==> src/rtl/sec_rtc_pkg.sv <==
package sec_rtc_pkg;

    localparam int NUM_OPS = 4;

    // Operation indices; each also selects its bit in the status word.
    localparam int OP_LOAD  = 0;
    localparam int OP_ALARM = 1;
    localparam int OP_ACK   = 2;
    localparam int OP_MASK  = 3;

    typedef enum logic [2:0] {
        SEL_TIME  = 3'd0,
        SEL_ALARM = 3'd1,
        SEL_LOAD  = 3'd2,
        SEL_MASK  = 3'd3,
        SEL_ISTAT = 3'd4,
        SEL_STAT  = 3'd5,
        SEL_NONE  = 3'd7
    } reg_sel_e;

    // Maps a byte address to a register select; misaligned or unused gives SEL_NONE.
    function automatic reg_sel_e decode_addr(input logic [31:0] byte_addr);
        reg_sel_e sel;
        sel = SEL_NONE;
        if (byte_addr[1:0] == 2'b00) begin
            case (byte_addr[31:2])
                30'd0:   sel = SEL_TIME;
                30'd1:   sel = SEL_ALARM;
                30'd2:   sel = SEL_LOAD;
                30'd3:   sel = SEL_MASK;
                30'd4:   sel = SEL_ISTAT;
                30'd5:   sel = SEL_STAT;
                default: sel = SEL_NONE;
            endcase
        end
        return sel;
    endfunction

endpackage

==> src/rtl/sec_rtc_defer.sv <==
// One queued register update: holds the last written value and fires
// on the SETTLE_TICKS-th tick after the write that opened it.
module sec_rtc_defer #(
    parameter int W = 32,
    parameter int SETTLE_TICKS = 2,
    parameter logic [W-1:0] RESET_VAL = '0
) (
    input  logic         clk,
    input  logic         rst,
    input  logic         tick,
    input  logic         wr,
    input  logic [W-1:0] wdata,
    output logic         pending,
    output logic         fire,
    output logic [W-1:0] val
);
    localparam int CNT_W = $clog2(SETTLE_TICKS + 1);
    localparam logic [CNT_W-1:0] CNT_START = CNT_W'(SETTLE_TICKS);
    localparam logic [CNT_W-1:0] CNT_LAST  = CNT_W'(1);

    logic             pend_q;
    logic [CNT_W-1:0] cnt_q;
    logic [W-1:0]     val_q;

    assign fire    = pend_q && tick && (cnt_q == CNT_LAST);
    assign pending = pend_q;
    assign val     = val_q;

    always_ff @(posedge clk) begin
        if (rst) begin
            pend_q <= 1'b0;
            cnt_q  <= '0;
            val_q  <= RESET_VAL;
        end else begin
            if (fire) begin
                pend_q <= 1'b0;
            end else if (pend_q && tick) begin
                cnt_q <= cnt_q - CNT_LAST;
            end
            if (wr) begin
                val_q  <= wdata;
                pend_q <= 1'b1;
                // A rewrite of a live operation keeps its countdown.
                if (!pend_q || fire) begin
                    cnt_q <= CNT_START;
                end
            end
        end
    end

    a_r9_flag_set: assert property (@(posedge clk) disable iff (rst)
        wr |=> pend_q);

    a_r9_flag_clear: assert property (@(posedge clk) disable iff (rst)
        fire && !wr |=> !pend_q);

    a_r5_wait_holds: assert property (@(posedge clk) disable iff (rst)
        pend_q && !tick && !wr |=> $stable(cnt_q) && pend_q);

    a_r4_value_kept: assert property (@(posedge clk) disable iff (rst)
        !wr |=> $stable(val_q));

endmodule

==> src/rtl/sec_rtc_core.sv <==
// Seconds counter, effective alarm and mask, and the latched interrupt.
module sec_rtc_core
    import sec_rtc_pkg::*;
#(
    parameter int DATA_W = 32
) (
    input  logic               clk,
    input  logic               rst,
    input  logic               tick,
    input  logic [NUM_OPS-1:0] fire,
    input  logic [DATA_W-1:0]  load_val,
    input  logic [DATA_W-1:0]  alarm_val,
    input  logic               ack_val,
    input  logic               mask_val,
    output logic [DATA_W-1:0]  count,
    output logic               irq
);
    localparam logic [DATA_W-1:0] ONE = DATA_W'(1);

    logic [DATA_W-1:0] count_q;
    logic [DATA_W-1:0] alarm_q;
    logic              armed_q;
    logic              hit_q;
    logic              mask_q;
    logic              passed;

    assign passed = count_q > alarm_q;
    assign count  = count_q;
    assign irq    = hit_q & mask_q;

    always_ff @(posedge clk) begin
        if (rst) begin
            count_q <= '0;
            alarm_q <= '1;
            armed_q <= 1'b1;
            hit_q   <= 1'b0;
            mask_q  <= 1'b0;
        end else begin
            if (tick) begin
                count_q <= fire[OP_LOAD] ? load_val : count_q + ONE;
            end
            if (fire[OP_ALARM]) begin
                alarm_q <= alarm_val;
            end
            if (fire[OP_MASK]) begin
                mask_q <= mask_val;
            end
            if (fire[OP_ACK] && ack_val) begin
                hit_q <= 1'b0;
            end
            if (fire[OP_ALARM]) begin
                armed_q <= 1'b1;
            end else if (armed_q && passed) begin
                hit_q   <= 1'b1;
                armed_q <= 1'b0;
            end
        end
    end

    a_r1_step: assert property (@(posedge clk) disable iff (rst)
        tick && !fire[OP_LOAD] |=> count_q == $past(count_q) + ONE);

    a_r1_idle: assert property (@(posedge clk) disable iff (rst)
        !tick |=> $stable(count_q));

    a_r3_load: assert property (@(posedge clk) disable iff (rst)
        fire[OP_LOAD] |=> count_q == $past(load_val));

    a_r8_ack_clears: assert property (@(posedge clk) disable iff (rst)
        fire[OP_ACK] && !armed_q |=> !hit_q);

    a_r6_latch: assert property (@(posedge clk) disable iff (rst)
        hit_q && !fire[OP_ACK] |=> hit_q);

endmodule

==> src/rtl/sec_rtc.sv <==
module sec_rtc
    import sec_rtc_pkg::*;
#(
    parameter int DATA_W = 32,
    parameter int ADDR_W = 5,
    parameter int SETTLE_TICKS = 2
) (
    input  logic              clk,
    input  logic              rst,
    input  logic              tick,
    input  logic [ADDR_W-1:0] bus_addr,
    input  logic              bus_we,
    input  logic [DATA_W-1:0] bus_wdata,
    output logic [DATA_W-1:0] bus_rdata,
    output logic              irq
);
    reg_sel_e           sel;
    logic [NUM_OPS-1:0] op_wr;
    logic [NUM_OPS-1:0] op_pend;
    logic [NUM_OPS-1:0] op_fire;
    logic [DATA_W-1:0]  op_val [NUM_OPS];
    logic [DATA_W-1:0]  count;

    assign sel = decode_addr(32'(bus_addr));

    always_comb begin
        op_wr           = '0;
        op_wr[OP_LOAD]  = bus_we && (sel == SEL_LOAD);
        op_wr[OP_ALARM] = bus_we && (sel == SEL_ALARM);
        op_wr[OP_MASK]  = bus_we && (sel == SEL_MASK);
        op_wr[OP_ACK]   = bus_we && (sel == SEL_ISTAT) && bus_wdata[0];
    end

    for (genvar i = 0; i < NUM_OPS; i++) begin : g_op
        localparam int OW = (i == OP_MASK || i == OP_ACK) ? 1 : DATA_W;
        localparam logic [OW-1:0] RV = (i == OP_ALARM) ? {OW{1'b1}} : {OW{1'b0}};
        logic [OW-1:0] val_w;

        sec_rtc_defer #(
            .W(OW),
            .SETTLE_TICKS(SETTLE_TICKS),
            .RESET_VAL(RV)
        ) u_defer (
            .clk(clk),
            .rst(rst),
            .tick(tick),
            .wr(op_wr[i]),
            .wdata(bus_wdata[OW-1:0]),
            .pending(op_pend[i]),
            .fire(op_fire[i]),
            .val(val_w)
        );

        assign op_val[i] = DATA_W'(val_w);
    end

    sec_rtc_core #(
        .DATA_W(DATA_W)
    ) u_core (
        .clk(clk),
        .rst(rst),
        .tick(tick),
        .fire(op_fire),
        .load_val(op_val[OP_LOAD]),
        .alarm_val(op_val[OP_ALARM]),
        .ack_val(op_val[OP_ACK][0]),
        .mask_val(op_val[OP_MASK][0]),
        .count(count),
        .irq(irq)
    );

    always_comb begin
        case (sel)
            SEL_TIME:  bus_rdata = count;
            SEL_ALARM: bus_rdata = op_val[OP_ALARM];
            SEL_LOAD:  bus_rdata = op_val[OP_LOAD];
            SEL_MASK:  bus_rdata = op_val[OP_MASK];
            SEL_ISTAT: bus_rdata = DATA_W'(irq);
            SEL_STAT:  bus_rdata = DATA_W'(op_pend);
            default:   bus_rdata = '0;
        endcase
    end

    a_r9_fire_needs_tick: assert property (@(posedge clk) disable iff (rst)
        op_fire != '0 |-> tick);

    a_r7_irq_needs_mask: assert property (@(posedge clk) disable iff (rst)
        irq |-> op_val[OP_MASK][0] || op_pend[OP_MASK]);

endmodule

==> config.mk <==
export PLATFORM = sky130hd
export DESIGN_NAME = sec_rtc
export DESIGN_NICKNAME = d
export VERILOG_FILES = /design/src/rtl/sec_rtc_pkg.sv /design/src/rtl/sec_rtc_defer.sv /design/src/rtl/sec_rtc_core.sv /design/src/rtl/sec_rtc.sv
export SDC_FILE = /design/constraint.sdc
export NUM_CORES = 1
export LEC_CHECK = 0
export ABC_AREA = 1
export CORE_ASPECT_RATIO = 1.4
export CORE_MARGIN = 10
export CORE_UTILIZATION = 58
export DETAILED_ROUTE_END_ITERATION = 8
export PLACE_DENSITY = 0.83
export SETUP_SLACK_MARGIN = 0.3
export SYNTH_ARGS = -nofsm -noshare
export SYNTH_HDL_FRONTEND = slang
export SYNTH_SLANG_ARGS = --single-unit
==> constraint.sdc <==
create_clock -name clk -period 2.32 [get_ports clk]
set_input_delay 0.232 -clock clk [delete_from_list [all_inputs] [get_ports clk]]
set_output_delay 0.232 -clock clk [all_outputs]
set_load 0.05 [all_outputs]
==> results of run 1 <==
-- report_power, final --
group	switching, mW	internal [mW]	total (mW)
logic	0.228	0.172	0.400
clock network	1.14	1.52	2.65
registers	0.0202	2.51	2.53
-- what timing repair did --
item	CTS	global route
gates resized for setup	45	15
pin swaps	7	2
buffers inserted	9	0
gates cloned	2	0
setup endpoints to repair	32	31
-- layer usage --
metal | part of all wire | global-route usage | vias up | routed length [um]
li1 | - | - | 3824 | -
met1 | 0.37 | 0.285 | 3763 | 9070
met2 | 0.50 | 0.466 | 436 | 12400
met3 | 0.081 | 0.0555 | 104 | 1990
met4 | 0.048 | 0.139 | 0 | 1170
met5 | 0 | 0 | - | 0
-- cell families after synthesis --
family,Yosys count,share of synthesized area
XOR/XNOR,10,0.0113
flip-flops,145,0.376
adder cells (fa/ha/maj),37,0.0599
AND/OR/NAND/NOR,419,0.242
AO/OA/AOI/OAI,300,0.215
buffers and inverters,191,0.0966
-- layout by cell type (no fill, tap or decap), types with 6 or more instances in the layout --
| master | instances |
|---|---|
| nand2_1 | 225 |
| dfxtp_1 | 144 |
| a21oi_1 | 127 |
| inv_1 | 121 |
| o21ai_0 | 86 |
| nand3_1 | 67 |
| nor2_1 | 64 |
| ha_1 | 37 |
| clkdlybuf4s50_1 | 35 |
| buf_12 | 35 |
| a22oi_1 | 32 |
| buf_4 | 21 |
| clkbuf_16 | 19 |
| o21ai_1 | 15 |
| nor3_1 | 15 |
| o21ai_2 | 14 |
| inv_2 | 10 |
| nor2_4 | 9 |
| nand4_1 | 9 |
| nand2_2 | 7 |
| nor2_2 | 6 |
| o211ai_1 | 6 |
| xor2_1 | 6 |
-- per-stage QoR --
step / utilization / instance area (um^2)
floorplan: - / 7770
global placement: 0.697 / 9010
detailed placement: 0.697 / 9010
CTS: 0.758 / 9810
global route: 0.760 / 9840
finish: 0.760 / 9840
-- state kept, by name (all words and copies together), names as in the netlist --
name and flops:
u_core.mask_q 1, u_core.alarm_q 32, g_op.u_defer.cnt_q 8, u_core.count 32, u_core.armed_q 1, u_core.hit_q 1, g_op.u_defer.val 66, g_op.u_defer.pending 4
-- cell type report --
class	instances	area (um^2)
flip-flops and latches	145	2900
inverters	134	509
multi-input cells	766	4190
repair buffers	107	1450
fillers	896	3100
well taps	178	223
clock buffers	18	439
clock inverters	13	128
-- critical path: cells and delay by family, from the launching register on --
kind,cells,cell delay (ps)
buffers and inverters,2,890
AND/OR/NAND/NOR,1,60
flip-flops,1,340
-- path summary, 6_finish.rpt --
kind,cells after the start,to,start
min,5,g_op[3].u_defer.pending$_SDFFE_PP0P_,bus_addr[2]
max reg2reg,10,u_core.count[8]$_SDFFE_PP0P_,u_core.count[0]$_SDFFE_PP0P_
max,3,irq,u_core.hit_q$_SDFF_PP0_
min reg2reg,2,u_core.mask_q$_SDFFE_PP0P_,u_core.mask_q$_SDFFE_PP0P_
==> flow_summary.ini, run 1 <==
[cells_and_area]
antenna_cells = 0
layoutNonFillerInstCount = 1361
area_growth_pct = 27.3
nets = 1249
drive_gt1_frac = 0.140

[setup_path]
crit_fanout = 2
end_kind = output port
path_cells = nand2_1 -> inv_1 -> clkdlybuf4s50_1
crit_path_max_incr_delay_ps = 810
arrival_ps = 1720
crit_path_top_delay_cell = clkdlybuf4s50_1
worstPathRequired_ps = 2090
worstSetupPathType = reg2out
r2r_slack_ps = 460
start_kind = register

[clocking]
clk_path_buf_depth = 2
clkTransAtPathRegs_ps = 60
clock_sinks = 145
cts_tree = built
clk_latency_ps = 420
cts_buffers = 17
cts-root-buf = clkbuf_16
htree_levels = 4
cts.hold.buffers_added = 0

[synthesis]
synthCells = 1102
yosys-top-cells-area = dfxtp_1 (38%), nand2_1 (11%), a21oi_1 (8.2%), o21ai_0 (6.7%), inv_1 (6.1%)
synth_area_um2 = 7730
syn_area_per_cell_um2 = 7.01
yosys_warnings = 0
ys_types = 43
synth.most_common_cell = nand2_1
async_flop_share = 0
yosysTopAreaCellShare = 0.376
synth_top_cell_by_area = dfxtp_1
ys_ff_latch = 145
synth_top_cells_by_count = nand2_1 (226), dfxtp_1 (145), a21oi_1 (127)
synth-edff-count = 0
ys.flop_type = dfxtp_1
synth_fp_nets = 1180
ys_seq_area_frac = 0.376

[drt]
ant_nets = 0
vias = 8127
drt_wl_total_mm = 24.6
vias_per_cell = 5.97
drt-wirelength-per-cell_um = 18.1
drcViolationCount = 0
dr.pass1.iters = 6
drt_iter0_drc = 720

[placed_design]
dp_hpwl_mm = 16.0
gp_congestion = 0.920
preCtsSetupSlack_ps = -43.2
dpl.cell_count = 1319
io_buffer_count = 73

[sta]
fin_tns_setup_ps = 0
fmax_mhz = 513
fin_crit_ps = 1950
fin_ws_ps = 371
slew_headroom = 0.539
clock_skew_ps = 9.21
tightest_slew_ps = 692
drv_slew = 0
fin_crit_sh = 0.840
hold_viol_final = 0
worst_hold_slack_ps = 322
setup_viol = 0
rsz0062_at_grt = no

[pwr]
p_leak_nw = 4.17
p_total_mw = 5.58
ir_drop_v = 0.000414
power.density_nw_per_um2 = 568

[run]
maxCapViolations = 0

[global_routing]
antenna_found_initial = 0
grt_overflow = 0
grt_pass1_vias = 7969
gr-usage-all-layers = 0.261
grt_pass1_wl_mm = 39.7
grt_max_degree = 61

[floorplanning]
start_util = 0.597
dieArea_um2 = 18400
die_h_um = 157
fp.dieW_um = 118
ios = 74
num_rows = 49
coreArea_um2 = 12900

[worst_hold_path]
hp-class = in2reg

[status]
status = finished clean
(Power assumes the default switching activity.)
==> inputs of run 2 (changes only) <==
==> constraint.sdc (replaced) <==
create_clock -name clk -period 2 [get_ports clk]
set_input_delay 0.2 -clock clk [delete_from_list [all_inputs] [get_ports clk]]
set_output_delay 0.2 -clock clk [all_outputs]
set_load 0.05 [all_outputs]
==> run 2 against run 1 <==
Effect of this change: routed wire length rose by 27%; worst setup slack got worse by 270 ps; clock-buffer cell count rose by 2; utilization rose by 9.6 points; total power rose by 19%; flip-flop and latch count did not move; largest cell class unchanged; register-to-register slack got worse by 360 ps; critical path type is now reg2reg; highest routed layer unchanged; global-route usage rose by 1.6 points; sequential power rose by 16%; combinational power rose by 37%.
==> flow_summary.ini, run 2 (synthesis gave the netlist of run 1 again) <==
[status]
status = finished clean

[clocking]
cts_buffers = 17
clk_path_buf_depth = 2
clock_sinks = 145
cts-root-buf = clkbuf_16
clk_latency_ps = 430
cts.hold.buffers_added = 0
clkTransAtPathRegs_ps = 60
cts_tree = built
htree_levels = 4

[cells_and_area]
fin_area_um2 = 11100
drive_gt1_frac = 0.276
area_growth_pct = 43.4
fill_cells = 629
largest_reg_flops = 66
layoutNonFillerInstCount = 1398
nets = 1285
final_common_cell = nand2_1
mostFrequentLayoutCells = nand2_1 (212), a21oi_1 (121), inv_1 (113)
antenna_cells = 0

[sta]
drv_slew = 0
fmax_mhz = 526
hold_viol_final = 0
setup_viol = 0
slew_headroom = 0.670
rsz0062_at_grt = yes
fin_tns_setup_ps = 0
clock_skew_ps = 9.67
fin_crit_sh = 0.951
fin_crit_ps = 1900
tightest_slew_ps = 496

[placed_design]
place_area_um2 = 9430
gp_congestion = 0.944
io_buffer_count = 73
dpl.cell_count = 1336
dp_hpwl_mm = 16.1

[drt]
vias = 9117
dr.pass1.iters = 7
drt_wl_total_mm = 31.2
vias_per_cell = 6.52
drt-wirelength-per-cell_um = 22.3
ant_nets = 0
drt_iter0_drc = 1307
drcViolationCount = 0

[pwr]
p_total_mw = 6.66
ir_drop_v = 0.000587
p_leak_nw = 4.56
power.density_nw_per_um2 = 601

[setup_path]
worstPathRequired_ps = 2350
worstSetupPathType = reg2reg
arrival_ps = 2260
start_kind = register
crit_fanout = 21
end_kind = register

[run]
maxCapViolations = 0

[global_routing]
antenna_found_initial = 0
grt_pass1_wl_mm = 42.0
grt_pass1_vias = 8525
grt_max_degree = 75
gr-usage-all-layers = 0.277
grt_overflow = 0

[floorplanning]
coreArea_um2 = 12900
die_h_um = 157
ios = 74
num_rows = 49
fp.dieW_um = 118
start_util = 0.597
dieArea_um2 = 18400

[worst_hold_path]
hp-class = in2reg
[run 2: stage by stage]
stage	worst slack (ps)	util	hold slack [ps]
after detailed placement	-125	0.729	443
after CTS	203	0.821	283
after global placement	-61.0	0.729	437
final	98.4	0.857	286
after global routing	-88.9	0.857	308
after floorplan	166	-	313
[run 2: timing repair]
item	CTS	global route
endpoints found under the setup margin	46	57
gates resized for setup	103	107
gates cloned	2	0
endpoints found under the hold margin	0	0
setup buffers	19	9
pin swaps	19	28
[run 2: area by class of cell]
class	count	area (um^2)	area share
well taps	178	223	0.0201
repair buffers	143	1880	0.170
inverters	134	510	0.0461
clock buffers	20	457	0.0412
multi-input cells	766	4910	0.443
clock inverters	12	123	0.0111
flip-flops and latches	145	2980	0.268
[run 2: power by group]
part / internal (mW) / total [mW] / switching [mW]
Clock: 1.80 / 3.19 / 1.39
Combinational: 0.239 / 0.547 / 0.308
Sequential: 2.90 / 2.93 / 0.0275
[run 2: final timing paths]
path / start / depth (start not counted) / slack [ps] / end
min: bus_addr[4] / 6 / 290 / g_op[3].u_defer.pending$_SDFFE_PP0P_
max: g_op[0].u_defer.cnt_q[1]$_SDFF_PP0_ / 8 / 100 / u_core.count[13]$_SDFFE_PP0P_
min reg2reg: u_core.mask_q$_SDFFE_PP0P_ / 2 / 450 / u_core.mask_q$_SDFFE_PP0P_
max reg2reg: g_op[0].u_defer.cnt_q[1]$_SDFF_PP0_ / 8 / 100 / u_core.count[13]$_SDFFE_PP0P_
[run 2: metal layers]
| metal | wire [um] | GRT usage |
|---|---|---|
| met1 | 10300 | 0.286 |
| met2 | 15000 | 0.477 |
| met3 | 3530 | 0.0749 |
| met4 | 2470 | 0.204 |
| met5 | 0 | 0 |
[run 2: critical path: stages, from the launching register on]
cell	delay (ps)
dfxtp_1	320
inv_1	50
ha_1	180
nand2_1	190
clkinv_1	130
buf_4	250
a21oi_1	320
o21ai_0	210
a21oi_1	160
==> inputs of run 3 (changes only) <==
--- a/config.mk
+++ b/config.mk
@@ -10,8 +10,9 @@
 export CORE_MARGIN = 10
 export CORE_UTILIZATION = 58
 export DETAILED_ROUTE_END_ITERATION = 8
-export PLACE_DENSITY = 0.83
+export PLACE_DENSITY = 0.87
 export SETUP_SLACK_MARGIN = 0.3
 export SYNTH_ARGS = -nofsm -noshare
 export SYNTH_HDL_FRONTEND = slang
+export SYNTH_HIERARCHICAL = 1
 export SYNTH_SLANG_ARGS = --single-unit
==> run 3 against run 2 <==
Effect of this change: register-to-register slack better by 30 ps; via count up 6.1%; first-iteration DRC count up 28%; sequential power about the same; cell area down 1.1%; worst setup slack better by 33 ps; non-clock buffer count up 7; critical path depth unchanged; sequential share of layout area about the same; combinational power down 5.9%; cell count up 7.4%.
==> flow_summary.ini, run 3 <==
[status]
status = finished clean

[synthesis]
synth.most_common_cell = nand2_1
synth-edff-count = 0
ys.flop_type = dfxtp_1
ys_types = 45
ys_ff_latch = 145
syn_area_per_cell_um2 = 6.76
synth_top_cell_by_area = dfxtp_1
synthCells = 1192
yosysTopAreaCellShare = 0.360
synth_area_um2 = 8060
synth_fp_nets = 1270
yosys-top-cells-area = dfxtp_1 (36%), nand2_1 (15%), nor2_1 (7.7%), ha_1 (5.7%), nand3_1 (5.5%)
synth_top_cells_by_count = nand2_1 (320), nor2_1 (165), dfxtp_1 (145)
yosys_warnings = 6
async_flop_share = 0
ys_seq_area_frac = 0.360

[global_routing]
gr-usage-all-layers = 0.279
grt_overflow = 0
grt_max_degree = 38
grt_pass1_wl_mm = 44.0
antenna_found_initial = 0
grt_pass1_vias = 9073

[pwr]
power.density_nw_per_um2 = 624
sequentialPowerShare = 0.430
p_leak_nw = 5.18
p_comb_frac = 0.075
p_sw_frac = 0.247
clockPowerShare = 0.495
switchingPower_mw = 1.69
ir_drop_v = 0.000497
p_total_mw = 6.83
p_int_mw = 5.15

[sta]
fmax_mhz = 535
fin_crit_ps = 1870
fin_tns_setup_ps = 0
fin_crit_sh = 0.934
setup_viol = 0
tightest_slew_ps = 803
rsz0062_at_grt = yes
hold_viol_final = 0
clock_skew_ps = 11.8
drv_slew = 0
slew_headroom = 0.464

[placed_design]
dpl.cell_count = 1439
io_buffer_count = 73
place_area_um2 = 9490
gp_congestion = 0.948
dp_hpwl_mm = 17.7

[cells_and_area]
area_growth_pct = 35.9
fin_util = 0.811
layoutNonFillerInstCount = 1501
mostFrequentLayoutCells = nand2_1 (306), nor2_1 (150), dfxtp_1 (122)
fin_area_um2 = 11000
drive_gt1_frac = 0.218
largest_reg_flops = 66
nets = 1384
seq_area_um2 = 2940
multi_input_area_um2 = 4820
fill_cells = 724
antenna_cells = 0
final_common_cell = nand2_1

[floorplanning]
dieArea_um2 = 19100
die_h_um = 159
ios = 74
coreArea_um2 = 13500
start_util = 0.597
num_rows = 50
fp.dieW_um = 120

[setup_path]
worstSetupPathType = reg2reg
crit_fanout = 6
end_kind = register
worstPathRequired_ps = 2350
arrival_ps = 2220
start_kind = register

[drt]
drt-wirelength-per-cell_um = 21.1
dr.pass1.iters = 9
ant_nets = 0
drcViolationCount = 0
drt_iter0_drc = 1679
vias = 9674
drt_wl_total_mm = 31.7
vias_per_cell = 6.45

[clocking]
cts.hold.buffers_added = 0
clk_latency_ps = 430
cts_buffers = 17
htree_levels = 4
clkTransAtPathRegs_ps = 70
cts_tree = built
cts-root-buf = clkbuf_16
clk_path_buf_depth = 2
clock_sinks = 145

[run]
maxCapViolations = 0

[worst_hold_path]
hp-class = in2reg
[run 3: path summary, 6_finish.rpt]
path / from / slack, ps / cells after the start / endpoint
worst min register to register: u_core/alarm_q[14]$_SDFFE_PP1P_ / 460 / 2 / u_core/alarm_q[14]$_SDFFE_PP1P_
worst max-delay path: u_core/count[9]$_SDFFE_PP0P_ / 130 / 8 / u_core/count[24]$_SDFFE_PP0P_
worst min-delay path: rst / 260 / 2 / g_op[2].u_defer/cnt_q[1]$_SDFF_PP0_
worst max register to register: u_core/count[9]$_SDFFE_PP0P_ / 130 / 8 / u_core/count[24]$_SDFFE_PP0P_
[run 3: power by group through the flow]
stage                     registers (mW)  logic, mW  clock network (mW)
after global placement              3.00      0.432                   0
after global routing                2.94      0.538                3.50
after floorplan                     2.99      0.208                   0
after CTS                           2.94      0.472                3.35
final                               2.94      0.515                3.38
after detailed placement            3.00      0.441                   0
[run 3: area by class of cell]
| class | instances | area share |
|---|---|---|
| clock inverters | 13 | 0.0159 |
| flip-flops and latches | 145 | 0.269 |
| multi-input cells | 891 | 0.440 |
| repair buffers | 150 | 0.178 |
| clock buffers | 19 | 0.0404 |
| well taps | 182 | 0.0208 |
| inverters | 101 | 0.0368 |
[run 3: logic make-up (layout without fill, tap and decap cells)]
group,count (synthesis),count (layout),share of synthesized area
simple gates,649,649,0.350
compound gates,192,192,0.127
buf+inv,156,283,0.0913
flops,145,145,0.360
fa+ha+maj,37,37,0.0574
xor+xnor,13,13,0.0141
[run 3: repair_timing]
item | 4_1_cts | 5_1_grt
cloned | 4 | 2
resized for setup | 42 | 107
endpoints found under the setup margin | 45 | 58
pin swaps | 11 | 34
setup buffers | 10 | 14
[run 3: metrics by stage]
stage | hold slack (ps) | setup WS (ps)
after global placement | 437 | 109
after detailed placement | 460 | 91.2
after floorplan | 262 | 419
after global routing | 252 | 117
final | 259 | 132
after CTS | 247 | 262
[run 3: layer usage]
metal	routed length, um	vias to the layer above	GRT usage
met5	0	-	0
met4	2840	0	0.199
met3	3470	326	0.0567
met2	15300	913	0.489
met1	10100	4331	0.287
li1	-	4104	-
[run 3: critical path: stages, from the launching register on]
cell and delay, ps:
dfxtp_4 410, nand2_2 150, nor2_1 270, nand2_1 170, nor3b_2 290, nand3b_1 130
nand3_1 130, nand2_1 80, a21oi_1 160
